<file path="src/rtl/rrx_pkg.sv">
package rrx_pkg;

    localparam int RRX_NCH       = 4;
    localparam int RRX_CH_W      = $clog2(RRX_NCH);
    localparam int RRX_DW        = 32;
    localparam int RRX_BURST_MAX = 30;
    localparam int RRX_RESP_LAT  = 2;

    typedef logic [RRX_CH_W-1:0] chan_t;
    typedef logic [RRX_DW-1:0]   word_t;

    // Visit sequencing: read burst, strobe parked on old channel, new address presented
    typedef enum logic [1:0] {
        VISIT_READ   = 2'd0,
        VISIT_PARK   = 2'd1,
        VISIT_SWITCH = 2'd2
    } visit_state_e;

    typedef struct packed {
        logic  valid;
        chan_t chan;
        logic  sop;
        logic  eop;
        word_t data;
    } beat_t;

    function automatic chan_t next_chan(input chan_t c);
        chan_t n;
        if (c == chan_t'(RRX_NCH - 1)) begin
            n = '0;
        end else begin
            n = c + chan_t'(1);
        end
        return n;
    endfunction

endpackage

</file>
<file path="src/rtl/rrx_issue_pipe.sv">
module rrx_issue_pipe
    import rrx_pkg::*;
#(
    parameter int LAT   = RRX_RESP_LAT,
    parameter int CNT_W = 6
) (
    input  logic             clk,
    input  logic             rst,
    input  logic             issue_en,
    input  chan_t            issue_chan,
    output logic             ret_en,
    output chan_t            ret_chan,
    output logic [CNT_W-1:0] inflight
);

    logic [LAT:1] en_sr;
    chan_t        ch_sr [LAT:1];

    always_ff @(posedge clk) begin
        if (rst) begin
            en_sr <= '0;
            for (int i = 1; i <= LAT; i++) begin
                ch_sr[i] <= '0;
            end
        end else begin
            en_sr[1] <= issue_en;
            ch_sr[1] <= issue_chan;
            for (int i = LAT; i > 1; i--) begin
                en_sr[i] <= en_sr[i-1];
                ch_sr[i] <= ch_sr[i-1];
            end
        end
    end

    assign ret_en   = en_sr[LAT];
    assign ret_chan = ch_sr[LAT];

    // Reads issued but not yet answered, excluding the one answering now
    generate
        if (LAT == 1) begin : g_no_infl
            assign inflight = '0;
        end else begin : g_infl
            always_comb begin
                inflight = '0;
                for (int i = 1; i < LAT; i++) begin
                    inflight = inflight + CNT_W'(en_sr[i]);
                end
            end
        end
    endgenerate

endmodule

</file>
<file path="src/rtl/rrx_visit_ctrl.sv">
module rrx_visit_ctrl
    import rrx_pkg::*;
#(
    parameter int BURST_MAX = RRX_BURST_MAX,
    parameter int CNT_W     = 6
) (
    input  logic             clk,
    input  logic             rst,
    input  logic             ret_en,
    input  chan_t            ret_chan,
    input  logic             rsp_avail,
    input  logic             rsp_eop,
    input  logic [CNT_W-1:0] inflight,
    output logic             rd_n,
    output chan_t            addr,
    output logic             take
);

    visit_state_e     state_q;
    chan_t            chan_q;
    logic             rd_n_q;
    logic [CNT_W-1:0] cnt_q;
    logic [RRX_NCH-1:0] gap_ok_q;   // per channel: last return was an end-of-packet word
    logic [RRX_NCH-1:0] ret_hit;

    logic             hole;
    logic             pkt_gap;
    logic             drained;
    logic [CNT_W-1:0] potential;
    logic             budget_hit;

    generate
        for (genvar g = 0; g < RRX_NCH; g++) begin : g_hit
            assign ret_hit[g] = ret_en && (ret_chan == chan_t'(g));
        end
    endgenerate

    assign take       = ret_en && rsp_avail;
    assign hole       = ret_en && !rsp_avail;
    assign pkt_gap    = hole && gap_ok_q[ret_chan];
    assign drained    = hole && !gap_ok_q[ret_chan];
    assign potential  = cnt_q + CNT_W'(take) + inflight + CNT_W'(1);
    assign budget_hit = potential >= CNT_W'(BURST_MAX);

    always_ff @(posedge clk) begin
        if (rst) begin
            state_q <= VISIT_SWITCH;
            chan_q  <= '0;
            rd_n_q  <= 1'b1;
        end else begin
            unique case (state_q)
                VISIT_READ: begin
                    if (drained || budget_hit) begin
                        state_q <= VISIT_PARK;
                        rd_n_q  <= 1'b1;
                    end else begin
                        rd_n_q  <= 1'b0;
                    end
                end
                VISIT_PARK: begin
                    state_q <= VISIT_SWITCH;
                    chan_q  <= next_chan(chan_q);
                    rd_n_q  <= 1'b1;
                end
                VISIT_SWITCH: begin
                    state_q <= VISIT_READ;
                    rd_n_q  <= 1'b0;
                end
                default: begin
                    state_q <= VISIT_SWITCH;
                    rd_n_q  <= 1'b1;
                end
            endcase
        end
    end

    always_ff @(posedge clk) begin
        if (rst || state_q == VISIT_SWITCH) begin
            cnt_q <= '0;
        end else if (take) begin
            cnt_q <= cnt_q + CNT_W'(1);
        end
    end

    always_ff @(posedge clk) begin
        if (rst) begin
            gap_ok_q <= '0;
        end else begin
            for (int c = 0; c < RRX_NCH; c++) begin
                if (ret_hit[c]) begin
                    gap_ok_q[c] <= take && rsp_eop;
                end
            end
        end
    end

    assign rd_n = rd_n_q;
    assign addr = chan_q;

    // words taken in one visit never exceed the budget
    p_budget_r3: assert property (@(posedge clk) disable iff (rst)
        cnt_q <= CNT_W'(BURST_MAX));

    // a dry return during a burst releases the strobe on the next cycle
    p_drain_release_r6: assert property (@(posedge clk) disable iff (rst)
        (state_q == VISIT_READ && drained) |=> rd_n_q);

    // a packet gap never ends the burst on its own
    p_gap_keeps_reading_r8: assert property (@(posedge clk) disable iff (rst)
        (state_q == VISIT_READ && pkt_gap && !budget_hit) |=> !rd_n_q);

endmodule

</file>
<file path="src/rtl/rrx_capture.sv">
module rrx_capture
    import rrx_pkg::*;
(
    input  logic  clk,
    input  logic  rst,
    input  logic  take,
    input  chan_t chan,
    input  word_t data,
    input  logic  sop,
    input  logic  eop,
    output beat_t beat
);

    beat_t beat_q;

    always_ff @(posedge clk) begin
        if (rst) begin
            beat_q.valid <= 1'b0;
        end else begin
            beat_q.valid <= take;
        end
        beat_q.chan <= chan;
        beat_q.data <= data;
        beat_q.sop  <= sop;
        beat_q.eop  <= eop;
    end

    assign beat = beat_q;

endmodule

</file>
<file path="src/rtl/rrx_master.sv">
module rrx_master
    import rrx_pkg::*;
#(
    parameter int BURST_MAX = RRX_BURST_MAX,
    parameter int RESP_LAT  = RRX_RESP_LAT
) (
    input  logic                clk,
    input  logic                rst,
    output logic [RRX_CH_W-1:0] phy_addr,
    output logic                phy_rd_n,
    input  logic                phy_avail,
    input  logic [RRX_DW-1:0]   phy_data,
    input  logic                phy_sop,
    input  logic                phy_eop,
    output logic                out_valid,
    output logic [RRX_CH_W-1:0] out_chan,
    output logic [RRX_DW-1:0]   out_data,
    output logic                out_sop,
    output logic                out_eop
);

    localparam int CNT_W = $clog2(BURST_MAX + RESP_LAT + 2);

    logic             ret_en;
    chan_t            ret_chan;
    logic [CNT_W-1:0] inflight;
    logic             rd_n;
    chan_t            addr;
    logic             take;
    beat_t            beat;

    rrx_visit_ctrl #(
        .BURST_MAX (BURST_MAX),
        .CNT_W     (CNT_W)
    ) u_ctrl (
        .clk       (clk),
        .rst       (rst),
        .ret_en    (ret_en),
        .ret_chan  (ret_chan),
        .rsp_avail (phy_avail),
        .rsp_eop   (phy_eop),
        .inflight  (inflight),
        .rd_n      (rd_n),
        .addr      (addr),
        .take      (take)
    );

    rrx_issue_pipe #(
        .LAT   (RESP_LAT),
        .CNT_W (CNT_W)
    ) u_pipe (
        .clk        (clk),
        .rst        (rst),
        .issue_en   (!rd_n),
        .issue_chan (addr),
        .ret_en     (ret_en),
        .ret_chan   (ret_chan),
        .inflight   (inflight)
    );

    rrx_capture u_cap (
        .clk  (clk),
        .rst  (rst),
        .take (take),
        .chan (ret_chan),
        .data (phy_data),
        .sop  (phy_sop),
        .eop  (phy_eop),
        .beat (beat)
    );

    assign phy_rd_n  = rd_n;
    assign phy_addr  = addr;
    assign out_valid = beat.valid;
    assign out_chan  = beat.chan;
    assign out_data  = beat.data;
    assign out_sop   = beat.sop;
    assign out_eop   = beat.eop;

    // the address holds while the strobe is first released
    p_park_addr_r5: assert property (@(posedge clk) disable iff (rst)
        $rose(phy_rd_n) |-> $stable(phy_addr));

    // next cycle presents the following channel with strobe still high
    p_switch_addr_r5: assert property (@(posedge clk) disable iff (rst)
        $rose(phy_rd_n) |=> (phy_rd_n && phy_addr == next_chan($past(phy_addr))));

    // reading resumes only after two idle cycles, address unchanged
    p_resume_r5: assert property (@(posedge clk) disable iff (rst)
        $fell(phy_rd_n) |-> ($past(phy_rd_n, 2) && $stable(phy_addr)));

    // an output word always follows a flagged return
    p_out_source_r4: assert property (@(posedge clk) disable iff (rst)
        out_valid |-> $past(phy_avail));

endmodule

</file>
<file path="config.mk">
export PLATFORM = sky130hd
export DESIGN_NAME = rrx_master
export DESIGN_NICKNAME = d
export VERILOG_FILES = /design/src/rtl/rrx_pkg.sv /design/src/rtl/rrx_issue_pipe.sv /design/src/rtl/rrx_visit_ctrl.sv /design/src/rtl/rrx_capture.sv /design/src/rtl/rrx_master.sv
export SDC_FILE = /design/constraint.sdc
export NUM_CORES = 1
export LEC_CHECK = 0
export ABC_AREA = 1
export BUFFER_PORTS_ARGS = -buffer_cell sky130_fd_sc_hd__buf_2
export CORE_AREA = 2 2 74 76
export DETAILED_ROUTE_END_ITERATION = 8
export DIE_AREA = 0 0 76 78
export PLACE_DENSITY = 0.68
export REMOVE_ABC_BUFFERS = 1
export SLEW_MARGIN = 40
export SYNTH_ARGS = -nofsm -noshare
export SYNTH_HDL_FRONTEND = slang
export SYNTH_HIERARCHICAL = 1
export SYNTH_SLANG_ARGS = --single-unit
</file>
<file path="constraint.sdc">
create_clock -name clk -period 1.93 [get_ports clk]
set_input_delay 0.193 -clock clk [delete_from_list [all_inputs] [get_ports clk]]
set_output_delay 0.193 -clock clk [all_outputs]
set_load 0.01 [all_outputs]
</file>
; ---- Word level (Yosys, flattened, before mapping)
; Memories as Yosys holds them, arrays and structs flattened.
; Cells that the tools add are included.
[totals]
reg_bits = 54
ramBits = 4
wordCells = 58
n_memories = 1
[memory_table]
columns = memory, words, word_bits, read_ports, rd_clocked_by_memory_dff, write_ports, line
row1 = u_pipe.ch_sr, 2, 2, 2, 0, 2, rrx_issue_pipe.sv:17  ; chan_t ch_sr [LAT:1];
[op_classes]
add_sub_neg = 5
order_cmp = 2
eq_ne = 7
n_mux = 12
bitwise = 2
reduce_logical = 15
[ops]
columns = operator, n
row1 = $add A6 B1 Y6, 2
row2 = $add A6 B1 Y6 const B, 2
row3 = $eq A2 B2 Y1 const B, 4
row4 = $logic_and A1 B1 Y1, 8
row5 = $mux W2, 4
row6 = $ge A6 B5 Y1 const B, 1
row7 = $mux W1, 5
row8 = $eq A2 B1 Y1 const B, 2
row9 = $logic_not A2 Y1, 2
row10 = $pmux W2 S2, 1
row11 = $logic_not A1 Y1, 3
row12 = $lt A2 B3 Y1 const B, 1
row13 = $add A2 B1 Y2 const B, 1
row14 = $bmux W1 S2, 1
row15 = $logic_or A1 B1 Y1, 2
row16 = $ne A2 B1 Y1 const B, 1
row17 = $or A1 B1 Y1, 2
row18 = $pmux W1 S2, 1

; ---- Depth between registers and ports, before layout
[logic_depth]
depth_word = 8
mapped_depth = 16

; ---- Hierarchy
; The synthesis kept the hierarchy.
[by_module_without_submodules]
columns = module, instances, cells_each, area_per_inst_um2, seq_area_each_um2
row1 = rrx_visit_ctrl, 1, 150, 1013.5, 300.3
row2 = rrx_capture, 1, 39, 750.7, 740.7
row3 = rrx_issue_pipe, 1, 24, 206.4, 120.1
row4 = rrx_master, 1, 1, 3.8, 0.0

; ---- Least setup slack after synthesis
; No wires, ideal clock.
[synth_timing]
path_kind = reg2reg
from = register u_ctrl.cnt_q[0]
to = register u_ctrl.rd_n_q, in the netlist u_ctrl/rd_n
setup_ns = 0.115
arrival_ns = 1.749
t_required_ns = 1.815
slack_ns = 0.065
path_stages_with_launch = 15
n_path_buf = 0
synth_period_minus_slack_ns = 1.865
cell_sequence = dfxtp_1 inv_1 ha_1 inv_1 ha_1 inv_1 fa_1 inv_1 nand3_1 nand3_1 nand2_1 nand2_1 nand3_1 nand2_1 nand2_1
[synth_via]
elab_chain_cells = 7
[synth_rtl]
columns = element, line
row1 = "start, declared", rrx_visit_ctrl.sv:22  ; logic [CNT_W-1:0] cnt_q;
row2 = "start signal, assigned", rrx_visit_ctrl.sv:81  ; cnt_q <= cnt_q + CNT_W'(1);
row3 = $add A6 B1 Y6 (3 in series), rrx_visit_ctrl.sv:42  ; assign potential = cnt_q + CNT_W'(take) + inflight + CNT_W'(1);
row4 = $ge A6 B5 Y1, rrx_visit_ctrl.sv:43  ; assign budget_hit = potential >= CNT_W'(BURST_MAX);
row5 = $logic_or A1 B1 Y1, rrx_visit_ctrl.sv:53  ; if (drained || budget_hit) begin
row6 = $mux W1, rrx_visit_ctrl.sv:53
row7 = $pmux W1 S2, rrx_visit_ctrl.sv:51  ; unique case (state_q)
row8 = "end signal, assigned", rrx_visit_ctrl.sv:49  ; rd_n_q <= 1'b1;
row9 = "end signal, assigned", rrx_visit_ctrl.sv:55  ; rd_n_q <= 1'b1;
row10 = "end signal, assigned", rrx_visit_ctrl.sv:57  ; rd_n_q <= 1'b0;
row11 = "end, declared", rrx_visit_ctrl.sv:21  ; logic rd_n_q;
; No other way between the ends.
; A chain may end at the register's enable or synchronous reset.

; ---- Worst setup path after layout
[layout_timing]
from = register u_ctrl.cnt_q[0]
to = register u_ctrl.state_q[0]
[layout_via]
elab_chain_cells = 6
[layout_rtl]
columns = element, line
row1 = $add A6 B1 Y6 (3 in series), rrx_visit_ctrl.sv:42
row2 = $ge A6 B5 Y1, rrx_visit_ctrl.sv:43
row3 = $logic_or A1 B1 Y1, rrx_visit_ctrl.sv:53
row4 = $ne A2 B1 Y1 (no line), --
row5 = "end signal, assigned", rrx_visit_ctrl.sv:47  ; state_q <= VISIT_SWITCH;
row6 = "end signal, assigned", rrx_visit_ctrl.sv:54  ; state_q <= VISIT_PARK;
row7 = "end signal, assigned", rrx_visit_ctrl.sv:61  ; state_q <= VISIT_SWITCH;
row8 = "end, declared", rrx_visit_ctrl.sv:19  ; visit_state_e state_q;
; No other way between the ends.

==> results.md <==
- Vias in the first global route: 1803
- RSZ-0062 raised after global routing: yes
- PwrDens: roughly 860 nW/µm²
- Final ANT Viol Nets: 0
- #FFs+latches synth: 58
- IO Port Bufs: 76
- Routed len/inst: 11.0 µm
- Layout cells sized above 1: 0.325
- Post-Syn Area: a little under 2000 µm²
- Crit Path Category: reg2reg
- Cells after Synth: 214
- Setup Buffers After CTS: 0
- Critical path data arrival time: between 2 and 2.5 ns
- Number of enable-type register cells in the synthesized netlist: 0
- Global route overflow: 0
- CTS tree: done
- Final period utilization: 0.985
- Vias post-DR: 1724
- Slew Viols, Final: 0
- Clock buffer depth: 2
- Layout net count: around 380
- Skew final: 0.00732 ns
- CTS buffer count: 9
- Critical path cell sequence: inv_2, ha_4, inv_2, ha_4, inv_2, fa_2, inv_1, nand3_1, nand3_1, nand2_1, nand2_1, nand3_1, nand2_1, nor2_1
- Die Wd: 76 µm
- Worst VDD drop: 0.808 mV
- Synth Warn #: 6
- Sequential area share after synthesis: 0.588
- Clk root buf: clkbuf_8
- DRC: 0
- I/O pin cnt: 77
- First-pass GRT wire length: about 7600 µm
- Fmax: 526 MHz
- CP startpoint kind: register
- Final min period: 1.90 ns
- Synth top area share: 0.588
- Asr flop ratio synth: 0
- Synth area leader: dfxtp_1
- Worst hold path type: in2reg
- Total Routed Length: 4480 µm
- Htree depth: 3
- Num Clock Sinks: 58
- Synth Flop Type: dfxtp_1
- Clock transition at path regs: 0.06 ns
- Layout Area Growth over Synthesis: 51.3%
- FP Rows: 26
- Max cap viols: 0
- Die Height: 78 µm
- Largest net degree at the start of global routing: 17
- Status: completed
- Post-DR vias/cell: about 4.2
- Largest stage delay on the critical path: 0.38 ns
- Final worst slack: 0.0290 ns
- CP Capture Type: register
- Required time of the worst setup path: 2.14 ns
- Synth area leaders: dfxtp_1 (59%), nand2_1 (8.2%), ha_1 (7.6%)
- Worst-Skew Late Latency: around 0.33 ns
- Initial antenna violation count: 0
- Synth cell count leaders: dfxtp_1 (58), nand2_1 (43), inv_1 (33)
- Netlist cell types: 21
- Initial cell density of the core: 0.392
- Final setup vio count: 0
- CP max-delay cell: fa_2
- Crit-path max FO: 2
- Die ar.: ~5900 µm²
- Leakage power: around 1.4 nW
- Starting DRT DRC Count: 71
- Final instance area: 2990 µm²
- Core region area: 5040 µm²
- Pre-CTS WS: -0.0387 ns
- Global-route usage over all layers: 0.169
- Placement Cell Area: between 2000 and 2500 µm²
- Final Wtd Congestion: roughly 0.80
- DP HPWL: 2710 µm
- Most common cell in the netlist: dfxtp_1
- Ant diodes: 0
- Hold Vio Cnt, Final: 0
- Syn avg cell area: 9.23 µm²
- Worst hold slack: roughly 0.2 ns
- DR pass1 iterations: 4
## critical path, delay by kind of cell (launching register included)
family,cells,cell delay [ns]
adders and majority gates,3,0.74
buffers and inverters,4,0.23
DFF,1,0.34
and+or+nand+nor,7,0.49
## flip-flops by register name, indices dropped and copies added (netlist names)
signal           cells
u_pipe/en_sr         2
u_ctrl/cnt_q         6
u_ctrl/state_q       2
u_pipe/ch_sr         4
u_ctrl/gap_ok_q      4
u_ctrl/addr          2
u_cap/beat          37
u_ctrl/rd_n          1
## metal layers
layer / track usage / wire length [µm]
met4: 0.0873 / 98
met5: 0 / 0
met2: 0.263 / 1950
met3: 0.109 / 553
met1: 0.176 / 1880
## layout make-up
| cell class | instances | area (µm²) |
|---|---|---|
| repair buffers | 111 | 728 |
| flip-flops and latches | 58 | 1160 |
| multi-input cells | 120 | 686 |
| clock inverters | 5 | 55.1 |
| inverters | 34 | 130 |
| well taps | 70 | 87.6 |
| fillers | 405 | 2050 |
| clock buffers | 10 | 138 |
## stage by stage
stage	TNS [ns]	total power, mW	util	std cells
floorplan	0	1.37	-	212
global placement	0	1.46	0.480	359
detailed placement	-0.0684	1.46	0.480	359
CTS	0	2.59	0.587	408
global route	-0.259	2.70	0.593	408
finish	0	2.58	0.593	408
## layout by cell type (no fill, tap or decap)
cell type and instances:
a21oi_1 15, dfxtp_2 2, nor2_1 21, nand3_2 2, nor2_4 1, inv_1 30, clkinvlp_4 2, conb_1 5
ha_4 2, buf_4 1, nand2_2 3, dlygate4sd3_1 34, clkinv_2 2, nand3_1 10, inv_2 3, a22oi_2 1
o21ai_0 2, ha_1 10, o21ai_1 1, buf_2 76, xor2_1 1, nand2_1 42, clkbuf_8 10, bufinv_16 1
xnor2_1 1, fa_2 1, nor2_2 2, inv_4 1, dfxtp_1 56
## path summary, 6_finish.rpt
kind | endpoint | slack (ns) | startpoint | cells past startpoint
setup / recovery | u_ctrl/state_q[0] | 0.03 | u_ctrl/cnt_q[0] | 14
hold / removal | u_ctrl/cnt_q[0] | 0.20 | phy_avail | 3
setup reg to reg | u_ctrl/state_q[0] | 0.03 | u_ctrl/cnt_q[0] | 14
hold reg to reg | u_pipe/ch_sr[2][1] | 0.41 | u_pipe/ch_sr[1][1] | 2
## power breakdown
part / leakage [nW] / switching [mW] / internal (mW)
clock network: 0.0941 / 0.463 / 0.619
registers: 0.482 / 0.0155 / 1.25
logic: 0.847 / 0.111 / 0.127
## cells by family (layout without fill, tap and decap cells)
group,after synthesis,count (layout),share of synthesized area
AO/OA/AOI/OAI,19,19,0.0520
XOR/XNOR,2,2,0.00887
adder cells (fa/ha/maj),13,13,0.0862
buffers and inverters,40,160,0.0875
flip-flops,58,58,0.588
other,1,5,0.00190
AND/OR/NAND/NOR,81,81,0.176
## repair_timing
action	in CTS	in global routing
hold buffers	34	0
gates resized for setup	3	7
pin swaps	0	8
gates cloned	0	0
endpoints found under the hold margin	34	0
endpoints found under the setup margin	2	2
(Power assumes the default switching activity.)
